[config.mk]
export PLATFORM = sky130hd
export DESIGN_NAME = irq_gather_ctrl
export DESIGN_NICKNAME = d
export VERILOG_FILES = /design/src/rtl/irq_gather_pkg.sv /design/src/rtl/irq_gather_regif.sv /design/src/rtl/irq_gather_dma_bit.sv /design/src/rtl/irq_gather_combine.sv /design/src/rtl/irq_gather_ctrl.sv
export SDC_FILE = /design/constraint.sdc
export NUM_CORES = 1
export LEC_CHECK = 0
export BUFFER_PORTS_ARGS = -buffer_cell sky130_fd_sc_hd__clkbuf_2
export CORE_MARGIN = 2
export CORE_UTILIZATION = 49
export DETAILED_ROUTE_END_ITERATION = 8
export GPL_ROUTABILITY_DRIVEN = 0
export PLACE_DENSITY = 0.85
export SETUP_SLACK_MARGIN = 0.1
export SLEW_MARGIN = 20
export SYNTH_ARGS = -nofsm -noshare
export SYNTH_HDL_FRONTEND = slang
export SYNTH_HIERARCHICAL = 1
export SYNTH_SLANG_ARGS = --single-unit
[constraint.sdc]
create_clock -name clk_i -period 1.66 [get_ports clk_i]
set_input_delay 0.083 -clock clk_i [delete_from_list [all_inputs] [get_ports clk_i]]
set_output_delay 0.083 -clock clk_i [all_outputs]
set_load 0.1 [all_outputs]
[src/rtl/irq_gather_pkg.sv]
package irq_gather_pkg;
  localparam int unsigned ADDR_W = 2;

  typedef enum logic [ADDR_W-1:0] {
    REG_STAT = 2'd0,
    REG_MASK = 2'd1
  } reg_sel_e;
endpackage

[src/rtl/irq_gather_regif.sv]
module irq_gather_regif
  import irq_gather_pkg::*;
#(
  parameter int unsigned N_SRC = 32
) (
  input  logic              clk_i,
  input  logic              rst_ni,
  input  logic              sel_i,
  input  logic              wr_i,
  input  logic [ADDR_W-1:0] addr_i,
  input  logic [N_SRC-1:0]  wdata_i,
  input  logic [N_SRC-1:0]  stat_i,
  output logic [N_SRC-1:0]  rdata_o,
  output logic [N_SRC-1:0]  mask_o,
  output logic              stat_wr_o
);
  logic [N_SRC-1:0] mask_q;
  logic             mask_wr;

  assign stat_wr_o = sel_i && wr_i && (addr_i == REG_STAT);
  assign mask_wr   = sel_i && wr_i && (addr_i == REG_MASK);

  always_ff @(posedge clk_i or negedge rst_ni) begin
    if (!rst_ni)      mask_q <= '0;
    else if (mask_wr) mask_q <= wdata_i;
  end

  always_comb begin
    rdata_o = '0;
    if (sel_i && !wr_i) begin
      unique case (addr_i)
        REG_STAT: rdata_o = stat_i;
        REG_MASK: rdata_o = mask_q;
        default:  rdata_o = '0;
      endcase
    end
  end

  assign mask_o = mask_q;
endmodule

[src/rtl/irq_gather_dma_bit.sv]
module irq_gather_dma_bit #(
  parameter bit IS_INFO = 1'b0
) (
  input  logic clk_i,
  input  logic rst_ni,
  input  logic evt_i,
  input  logic clr_i,
  output logic stat_o,
  output logic halt_o
);
  logic stat_q;

  // a new event takes priority over a clear on the same edge
  always_ff @(posedge clk_i or negedge rst_ni) begin
    if (!rst_ni) stat_q <= 1'b0;
    else         stat_q <= evt_i | (stat_q & ~clr_i);
  end

  assign stat_o = stat_q;

  if (IS_INFO) begin : g_info
    assign halt_o = 1'b0;
  end else begin : g_err
    assign halt_o = stat_q;
  end
endmodule

[src/rtl/irq_gather_combine.sv]
module irq_gather_combine #(
  parameter int unsigned N_SRC = 32
) (
  input  logic [N_SRC-1:0] stat_i,
  input  logic [N_SRC-1:0] mask_i,
  output logic             irq_o
);
  assign irq_o = |(stat_i & mask_i);
endmodule

[src/rtl/irq_gather_ctrl.sv]
module irq_gather_ctrl
  import irq_gather_pkg::*;
#(
  parameter int unsigned     N_SRC    = 32,
  parameter int unsigned     DMA_BASE = 16,
  parameter logic [N_SRC-1:0] INFO_DMA = 32'h00F1_0000,
  localparam int unsigned    N_DMA    = N_SRC - DMA_BASE
) (
  input  logic                clk_i,
  input  logic                rst_ni,
  input  logic                bus_sel_i,
  input  logic                bus_wr_i,
  input  logic [ADDR_W-1:0]   bus_addr_i,
  input  logic [N_SRC-1:0]    bus_wdata_i,
  output logic [N_SRC-1:0]    bus_rdata_o,
  input  logic [DMA_BASE-1:0] lvl_irq_i,
  input  logic [N_DMA-1:0]    dma_evt_i,
  output logic [N_DMA-1:0]    dma_halt_o,
  output logic                irq_o
);
  logic [DMA_BASE-1:0] lvl_q;
  logic [N_DMA-1:0]    dma_stat;
  logic [N_SRC-1:0]    stat_q;
  logic [N_SRC-1:0]    mask_q;
  logic                stat_wr;

  always_ff @(posedge clk_i or negedge rst_ni) begin
    if (!rst_ni) lvl_q <= '0;
    else         lvl_q <= lvl_irq_i;
  end

  for (genvar c = 0; c < N_DMA; c++) begin : g_dma
    irq_gather_dma_bit #(
      .IS_INFO (INFO_DMA[DMA_BASE+c])
    ) u_bit (
      .clk_i  (clk_i),
      .rst_ni (rst_ni),
      .evt_i  (dma_evt_i[c]),
      .clr_i  (stat_wr & ~bus_wdata_i[DMA_BASE+c]),
      .stat_o (dma_stat[c]),
      .halt_o (dma_halt_o[c])
    );
  end

  assign stat_q = {dma_stat, lvl_q};

  irq_gather_regif #(
    .N_SRC (N_SRC)
  ) u_regif (
    .clk_i     (clk_i),
    .rst_ni    (rst_ni),
    .sel_i     (bus_sel_i),
    .wr_i      (bus_wr_i),
    .addr_i    (bus_addr_i),
    .wdata_i   (bus_wdata_i),
    .stat_i    (stat_q),
    .rdata_o   (bus_rdata_o),
    .mask_o    (mask_q),
    .stat_wr_o (stat_wr)
  );

  irq_gather_combine #(
    .N_SRC (N_SRC)
  ) u_comb (
    .stat_i (stat_q),
    .mask_i (mask_q),
    .irq_o  (irq_o)
  );
endmodule

==> flow_summary_export.csv, run 1 <==
group,metric,value,unit
timing,worst_slack,-0.2881,ns
global_route,grt_pass1_wl,14.59,mm
critical_path,path_delay_family,"simple AND/OR/NAND/NOR gates",
placed_design,placed_cells,435,
cells_and_area,fin_nets,497,
timing,clock.fmax,0.5133,GHz
critical_path,crit_type,"reg -> out",
timing,finalHoldViolCount,0,
drt,wl_met2,4.993,mm
drt,drt_first_pass_iters,6,
power,powerDensity,858.5,mW/mm²
flow_run,drv_cap,0,
clock_tree,clock-sinks,64,
status,run_status,"finished with violations",
critical_path,crit_fanout,4,
min_path,holdCritPathClass,"in -> reg",
power,p_leak,2.309,nW
drt,wl_per_cell,17.68,µm
critical_path,cp.required,1.58,ns
yosys,syn_area_per_cell,12.14,µm²
cells_and_area,fin_cells,509,
drt,drc,0,
die,rows,29,
timing,period_share,117.4,%
yosys,yosys_register_bits,64,
drt,drt_iter0_markers,105,
placed_design,dp_hpwl,5.875,mm
yosys,synth_top_cells_by_area,"dfrtp_1 (50%), mux2_2 (10%), mux2i_1 (10%), nor2b_4 (4.3%), buf_4 (4.0%)",
timing,slew_viol_final,0,
drt,wl,9.000,mm
drt,vias_per_cell,5.126,
global_route,grt_pass1_vias,2980,
yosys,yosys-top-cells-count,"dfrtp_1 (64), mux2i_1 (32), mux2_2 (30)",
timing,hold_slack,0.02671,ns
critical_path,critPathArrivalTime,1.87,ns
yosys,seq_area_frac_synth,49.77,%
timing,rsz0062_at_grt,"true",
yosys,synth_most_common_cell,"dfrtp_1",
cells_and_area,areaGrowthSynthToFinish,67.03,%
die,initial_core_util,50.68,%
timing,fin_crit,1.948,ns
global_route,grt_usage,26.52,%
yosys,synth_nets,335,
yosys,synth_edf_count,0,
critical_path,critical_path_buf_inv_count,1,
placed_design,pre_cts_slack,0.04454,ns
critical_path,max_stage_delay,0.53,ns
die,design.core.area,0.006350,mm²
timing,clock_skew,0,ns
timing,maxSlewHeadroom,62.03,%
power,power.total,4.615,mW
yosys,yosysTopAreaCell,"dfrtp_1",
critical_path,critical_path.startpoint_type,"flop",
clock_tree,tritoncts,"built",
cells_and_area,layout-drive-gt1-share,55.79,%
global_route,grt_max_degree,65,
yosys,yosysTopAreaCellShare,49.77,%
yosys,syn_inst,265,
power,peakVddDrop,0.0007530,V
yosys,syn_area,0.003218,mm²
critical_path,path_cells,"a22oi_2 -> nand4_1 -> or4_4 -> buf_12",
timing,finalSetupViolCount,1,
die,dieArea,0.007232,mm²
clock_tree,cts_buffer_depth,2,
clock_tree,path_clk_slew,0.07,ns
timing,worstMarginPinSlew,0.5720,ns
drt,ant_nets,0,
global_route,antenna_found_initial,0,
yosys,synthDistinctLibCells,21,
critical_path,end_kind,"output port",
placed_design,port-buffer-count,113,
clock_tree,clock_latency,0.33,ns
clock_tree,cts_buffers,9,
clock_tree,root_buffer,"clkbuf_8",
yosys,synth_ff_type,"dfrtp_1",
drt,met3_length,430,µm
yosys,yosysWarnings,6,
die,die_x,85.04,µm
global_route,grt-ovfl-total,0,
status,violations,"negative setup slack",
drt,wl_met1,3.253,mm
clock_tree,htree_num_levels,3,
drt,highest_layer,"met4",
die,ios,119,
cells_and_area,diodes,0,
yosys,async_reset_ff_share,100.0,%
die,die_h,85.04,µm
critical_path,slowest_stage,"or4_4",
drt,vias,2609,
stage by stage:
step,utilization (%),cell area (µm²),setup TNS (ns)
after global placement,71.88,4564,0
after CTS,84.39,5359,-0.3051
after detailed placement,71.88,4564,0
after global routing,84.65,5375,-0.3414
final,84.65,5375,-0.2881
after floorplan,-,3523,-0.1064
cells in the final DEF (no fill, tap or decap), types with 11 or more instances in the layout:
cell type and instances:
mux2i_1 29, a21o_1 16, dfrtp_1 53, buf_12 37, inv_1 16, a22oi_2 12, clkbuf_8 11, nor2_4 31
dlygate4sd3_1 54, clkbuf_2 79, mux2_2 30
cell families after synthesis:
| kind of cell | Yosys count | synth area share (%) |
|---|---|---|
| multiplexers | 64 | 21.15 |
| flip-flops | 64 | 49.77 |
| AND/OR/NAND/NOR | 56 | 12.36 |
| buffers and inverters | 44 | 8.515 |
| AO/OA/AOI/OAI | 32 | 7.621 |
| other | 5 | 0.5833 |
worst paths after layout:
check                                                      from  cells past startpoint  slack [ns]                                to
worst max-delay path            g_dma[3].u_bit/halt_o$_DFF_PN0_                      4       -0.29                             irq_o
worst min-delay path                            bus_wdata_i[24]                      2        0.03    u_regif/mask_o[24]$_DFFE_PN0P_
worst max register to register  g_dma[1].u_bit/halt_o$_DFF_PN0_                      2        0.75   g_dma[1].u_bit/halt_o$_DFF_PN0_
worst min register to register  g_dma[0].u_bit/stat_o$_DFF_PN0_                      1        0.53   g_dma[0].u_bit/stat_o$_DFF_PN0_
max in group asynchronous                                rst_ni                      3        1.07  g_dma[14].u_bit/halt_o$_DFF_PN0_
min in group asynchronous                                rst_ni                      3        0.27               lvl_q[12]$_DFF_PN0_
power by group:
group	internal, mW	switching, mW	leakage [nW]	total, mW
Combinational	0.590	0.730	1.49	1.32
Sequential	1.76	0.184	0.715	1.95
Clock	0.772	0.574	0.103	1.35
Total	3.13	1.49	2.31	4.61
sequential cells by signal (all words and copies together), names as in the netlist:
register,flops
g_dma.u_bit/stat_o,5
g_dma.u_bit/halt_o,11
u_regif/mask_o,32
lvl_q,16
layout make-up:
| class | count | area [µm²] |
|---|---|---|
| well taps | 77 | 96.34 |
| fillers | 307 | 974.7 |
| inverters | 16 | 60.06 |
| clock buffers | 13 | 158.9 |
| clock inverters | 3 | 40.04 |
| repair buffers | 179 | 1742 |
| flip-flops and latches | 64 | 1640 |
| multi-input cells | 157 | 1638 |
timing repair:
item                                    4_1_cts  5_1_grt
pin swaps                                     3        0
buffers inserted                              4        0
hold buffers                                 54        0
gates resized for setup                       5        4
hold endpoints to repair                    117        0
endpoints found under the setup margin        1        4
routing by layer:
metal	vias up	global-route usage, %
li1	1210	-
met1	1276	28.82
met2	94	48.30
met3	29	6.809
met4	0	11.83
met5	-	0
No activity file was read; power rests on OpenSTA's default activity.
==> run 2: changes to the inputs <==
--- a/config.mk
+++ b/config.mk
@@ -5,12 +5,14 @@
 export SDC_FILE = /design/constraint.sdc
 export NUM_CORES = 1
 export LEC_CHECK = 0
+export ABC_CLOCK_PERIOD_IN_PS = 1660
 export BUFFER_PORTS_ARGS = -buffer_cell sky130_fd_sc_hd__clkbuf_2
-export CORE_MARGIN = 2
-export CORE_UTILIZATION = 49
+export CORE_MARGIN = 3
+export CORE_UTILIZATION = 51
+export CTS_BUF_LIST = sky130_fd_sc_hd__clkbuf_8
 export DETAILED_ROUTE_END_ITERATION = 8
 export GPL_ROUTABILITY_DRIVEN = 0
-export PLACE_DENSITY = 0.85
+export PLACE_DENSITY = 0.88
 export SETUP_SLACK_MARGIN = 0.1
 export SLEW_MARGIN = 20
 export SYNTH_ARGS = -nofsm -noshare
==> run 2 against run 1 <==
  * The run still ends with negative setup slack left
  * Die area rose by 0.93%
  * Combinational power barely moved
  * Clock skew did not move
  * Non-clock buffer count fell by 1
  * Cell count fell by 0.59%
  * First-iteration DRC count rose by 29%
  * Sequential power barely moved
  * Utilization rose by 3.2 points
  * Clock-buffer cell count fell by 1
  * Register-to-register slack barely moved
  * Critical path depth did not move
  * Critical path type unchanged
  * Critical endpoint unchanged
==> flow_summary_export.csv, run 2 (same netlist as run 1, synthesis figures left out) <==
group,metric,value,unit
timing,fin_crit,2.029,ns
critical_path,critical_path.startpoint_type,"flop",
status,violations,"negative setup slack",
drt,wl,10.55,mm
drt,vias,2703,
placed_design,dp_hpwl,6.355,mm
drt,drt_first_pass_iters,4,
clock_tree,cts_buffers,9,
cells_and_area,final_cell_mix,"clkbuf_2 (80), dfrtp_1 (53), dlygate4sd3_1 (51)",
timing,clock.fmax,0.4928,GHz
placed_design,post_dp_cell_area,0.004567,mm²
power,peakVddDrop,0.0007184,V
critical_path,cp.required,1.58,ns
drt,ant_nets,0,
drt,wl_per_cell,20.85,µm
timing,finalHoldViolCount,0,
die,rows,28,
status,run_status,"finished with violations",
cells_and_area,largest_reg_flops,32,
critical_path,crit_fanout,2,
timing,hold_slack,0.02976,ns
critical_path,critPathArrivalTime,1.95,ns
critical_path,crit_type,"reg -> out",
clock_tree,cts_buffer_depth,2,
drt,drc,0,
clock_tree,htree_num_levels,3,
global_route,grt_pass1_wl,16.14,mm
global_route,grt_max_degree,35,
power,powerDensity,856.9,mW/mm²
clock_tree,clock-sinks,64,
clock_tree,tritoncts,"built",
die,dieArea,0.007299,mm²
die,initial_core_util,53.41,%
clock_tree,clock_latency,0.34,ns
power,p_leak,2.302,nW
timing,maxSlewHeadroom,54.79,%
cells_and_area,diodes,0,
die,design.core.area,0.006026,mm²
global_route,grt_usage,29.84,%
clock_tree,root_buffer,"clkbuf_8",
die,die_x,85.44,µm
global_route,grt-ovfl-total,0,
cells_and_area,fin_nets,496,
timing,worstMarginPinSlew,0.6771,ns
cells_and_area,final_common_cell,"clkbuf_2",
global_route,antenna_found_initial,0,
die,ios,119,
timing,period_share,122.2,%
clock_tree,path_clk_slew,0.07,ns
placed_design,port-buffer-count,113,
drt,drt_iter0_markers,135,
timing,worst_slack,-0.3693,ns
timing,slew_viol_final,0,
critical_path,end_kind,"output port",
cells_and_area,layout-drive-gt1-share,54.99,%
flow_run,drv_cap,0,
drt,vias_per_cell,5.342,
timing,finalSetupViolCount,1,
cells_and_area,areaGrowthSynthToFinish,64.54,%
global_route,grt_pass1_vias,3012,
timing,clock_skew,0,ns
min_path,holdCritPathClass,"in -> reg",
timing,rsz0062_at_grt,"true",
die,die_h,85.44,µm
cells_and_area,design_area,0.005295,mm²
==> run 2: worst paths after layout <==
check	startpoint	cells past startpoint	to	slack, ns
setup / recovery	g_dma[1].u_bit/halt_o$_DFF_PN0_	4	irq_o	-0.37
hold / removal	bus_wdata_i[0]	2	u_regif/mask_o[0]$_DFFE_PN0P_	0.03
setup reg to reg	g_dma[13].u_bit/halt_o$_DFF_PN0_	2	g_dma[13].u_bit/halt_o$_DFF_PN0_	0.75
hold reg to reg	g_dma[0].u_bit/stat_o$_DFF_PN0_	1	g_dma[0].u_bit/stat_o$_DFF_PN0_	0.53
max in group asynchronous	rst_ni	3	g_dma[8].u_bit/halt_o$_DFF_PN0_	0.97
min in group asynchronous	rst_ni	3	g_dma[7].u_bit/stat_o$_DFF_PN0_	0.33
==> run 2: worst max-delay path, cell delays in order (launching register included) <==
cell,delay [ns]
dfrtp_4,0.49
a22oi_2,0.22
nand4_1,0.14
or4_4,0.57
buf_12,0.19
==> run 2: repair_timing <==
action | 4_1_cts | 5_1_grt
setup buffers | 2 | 0
endpoints found under the hold margin | 114 | 0
hold buffers | 51 | 0
pin swaps | 3 | 0
gates resized for setup | 2 | 3
setup endpoints to repair | 1 | 4
==> run 2: final cells by class <==
class	count	area (µm²)
timing repair buffer	178	1702
sequential	64	1640
multi-input combinational	157	1619
fill	265	730.7
clock buffer	12	165.2
tap	75	93.84
inverter	16	60.06
clock inverter	4	15.01
==> run 2: power by group <==
| group | total [mW] | switching (mW) | internal, mW |
|---|---|---|---|
| clock network | 1.24 | 0.594 | 0.645 |
| logic | 1.35 | 0.768 | 0.577 |
| registers | 1.95 | 0.189 | 1.76 |
| total | 4.54 | 1.55 | 2.99 |
==> run 2: stage by stage <==
step / worst slack, ns / std cells / TNS, ns / util [%] / total power, mW
floorplan: -0.1064 / 265 / -0.1064 / - / 2.756
global placement: -0.009699 / 437 / -0.009699 / 75.79 / 3.101
detailed placement: 0.004581 / 437 / 0 / 75.79 / 3.158
CTS: -0.3340 / 506 / -0.3340 / 87.67 / 4.463
global route: -0.3672 / 506 / -0.3672 / 87.87 / 4.681
finish: -0.3693 / 506 / -0.3693 / 87.87 / 4.537
==> run 2: routing by layer <==
layer	global-route usage, %	vias to the layer above	wire, µm
met1	33.00	1375	3917
li1	-	1210	-
met3	4.175	19	427
met5	0	-	0
met2	56.64	99	5913
met4	12.23	0	289
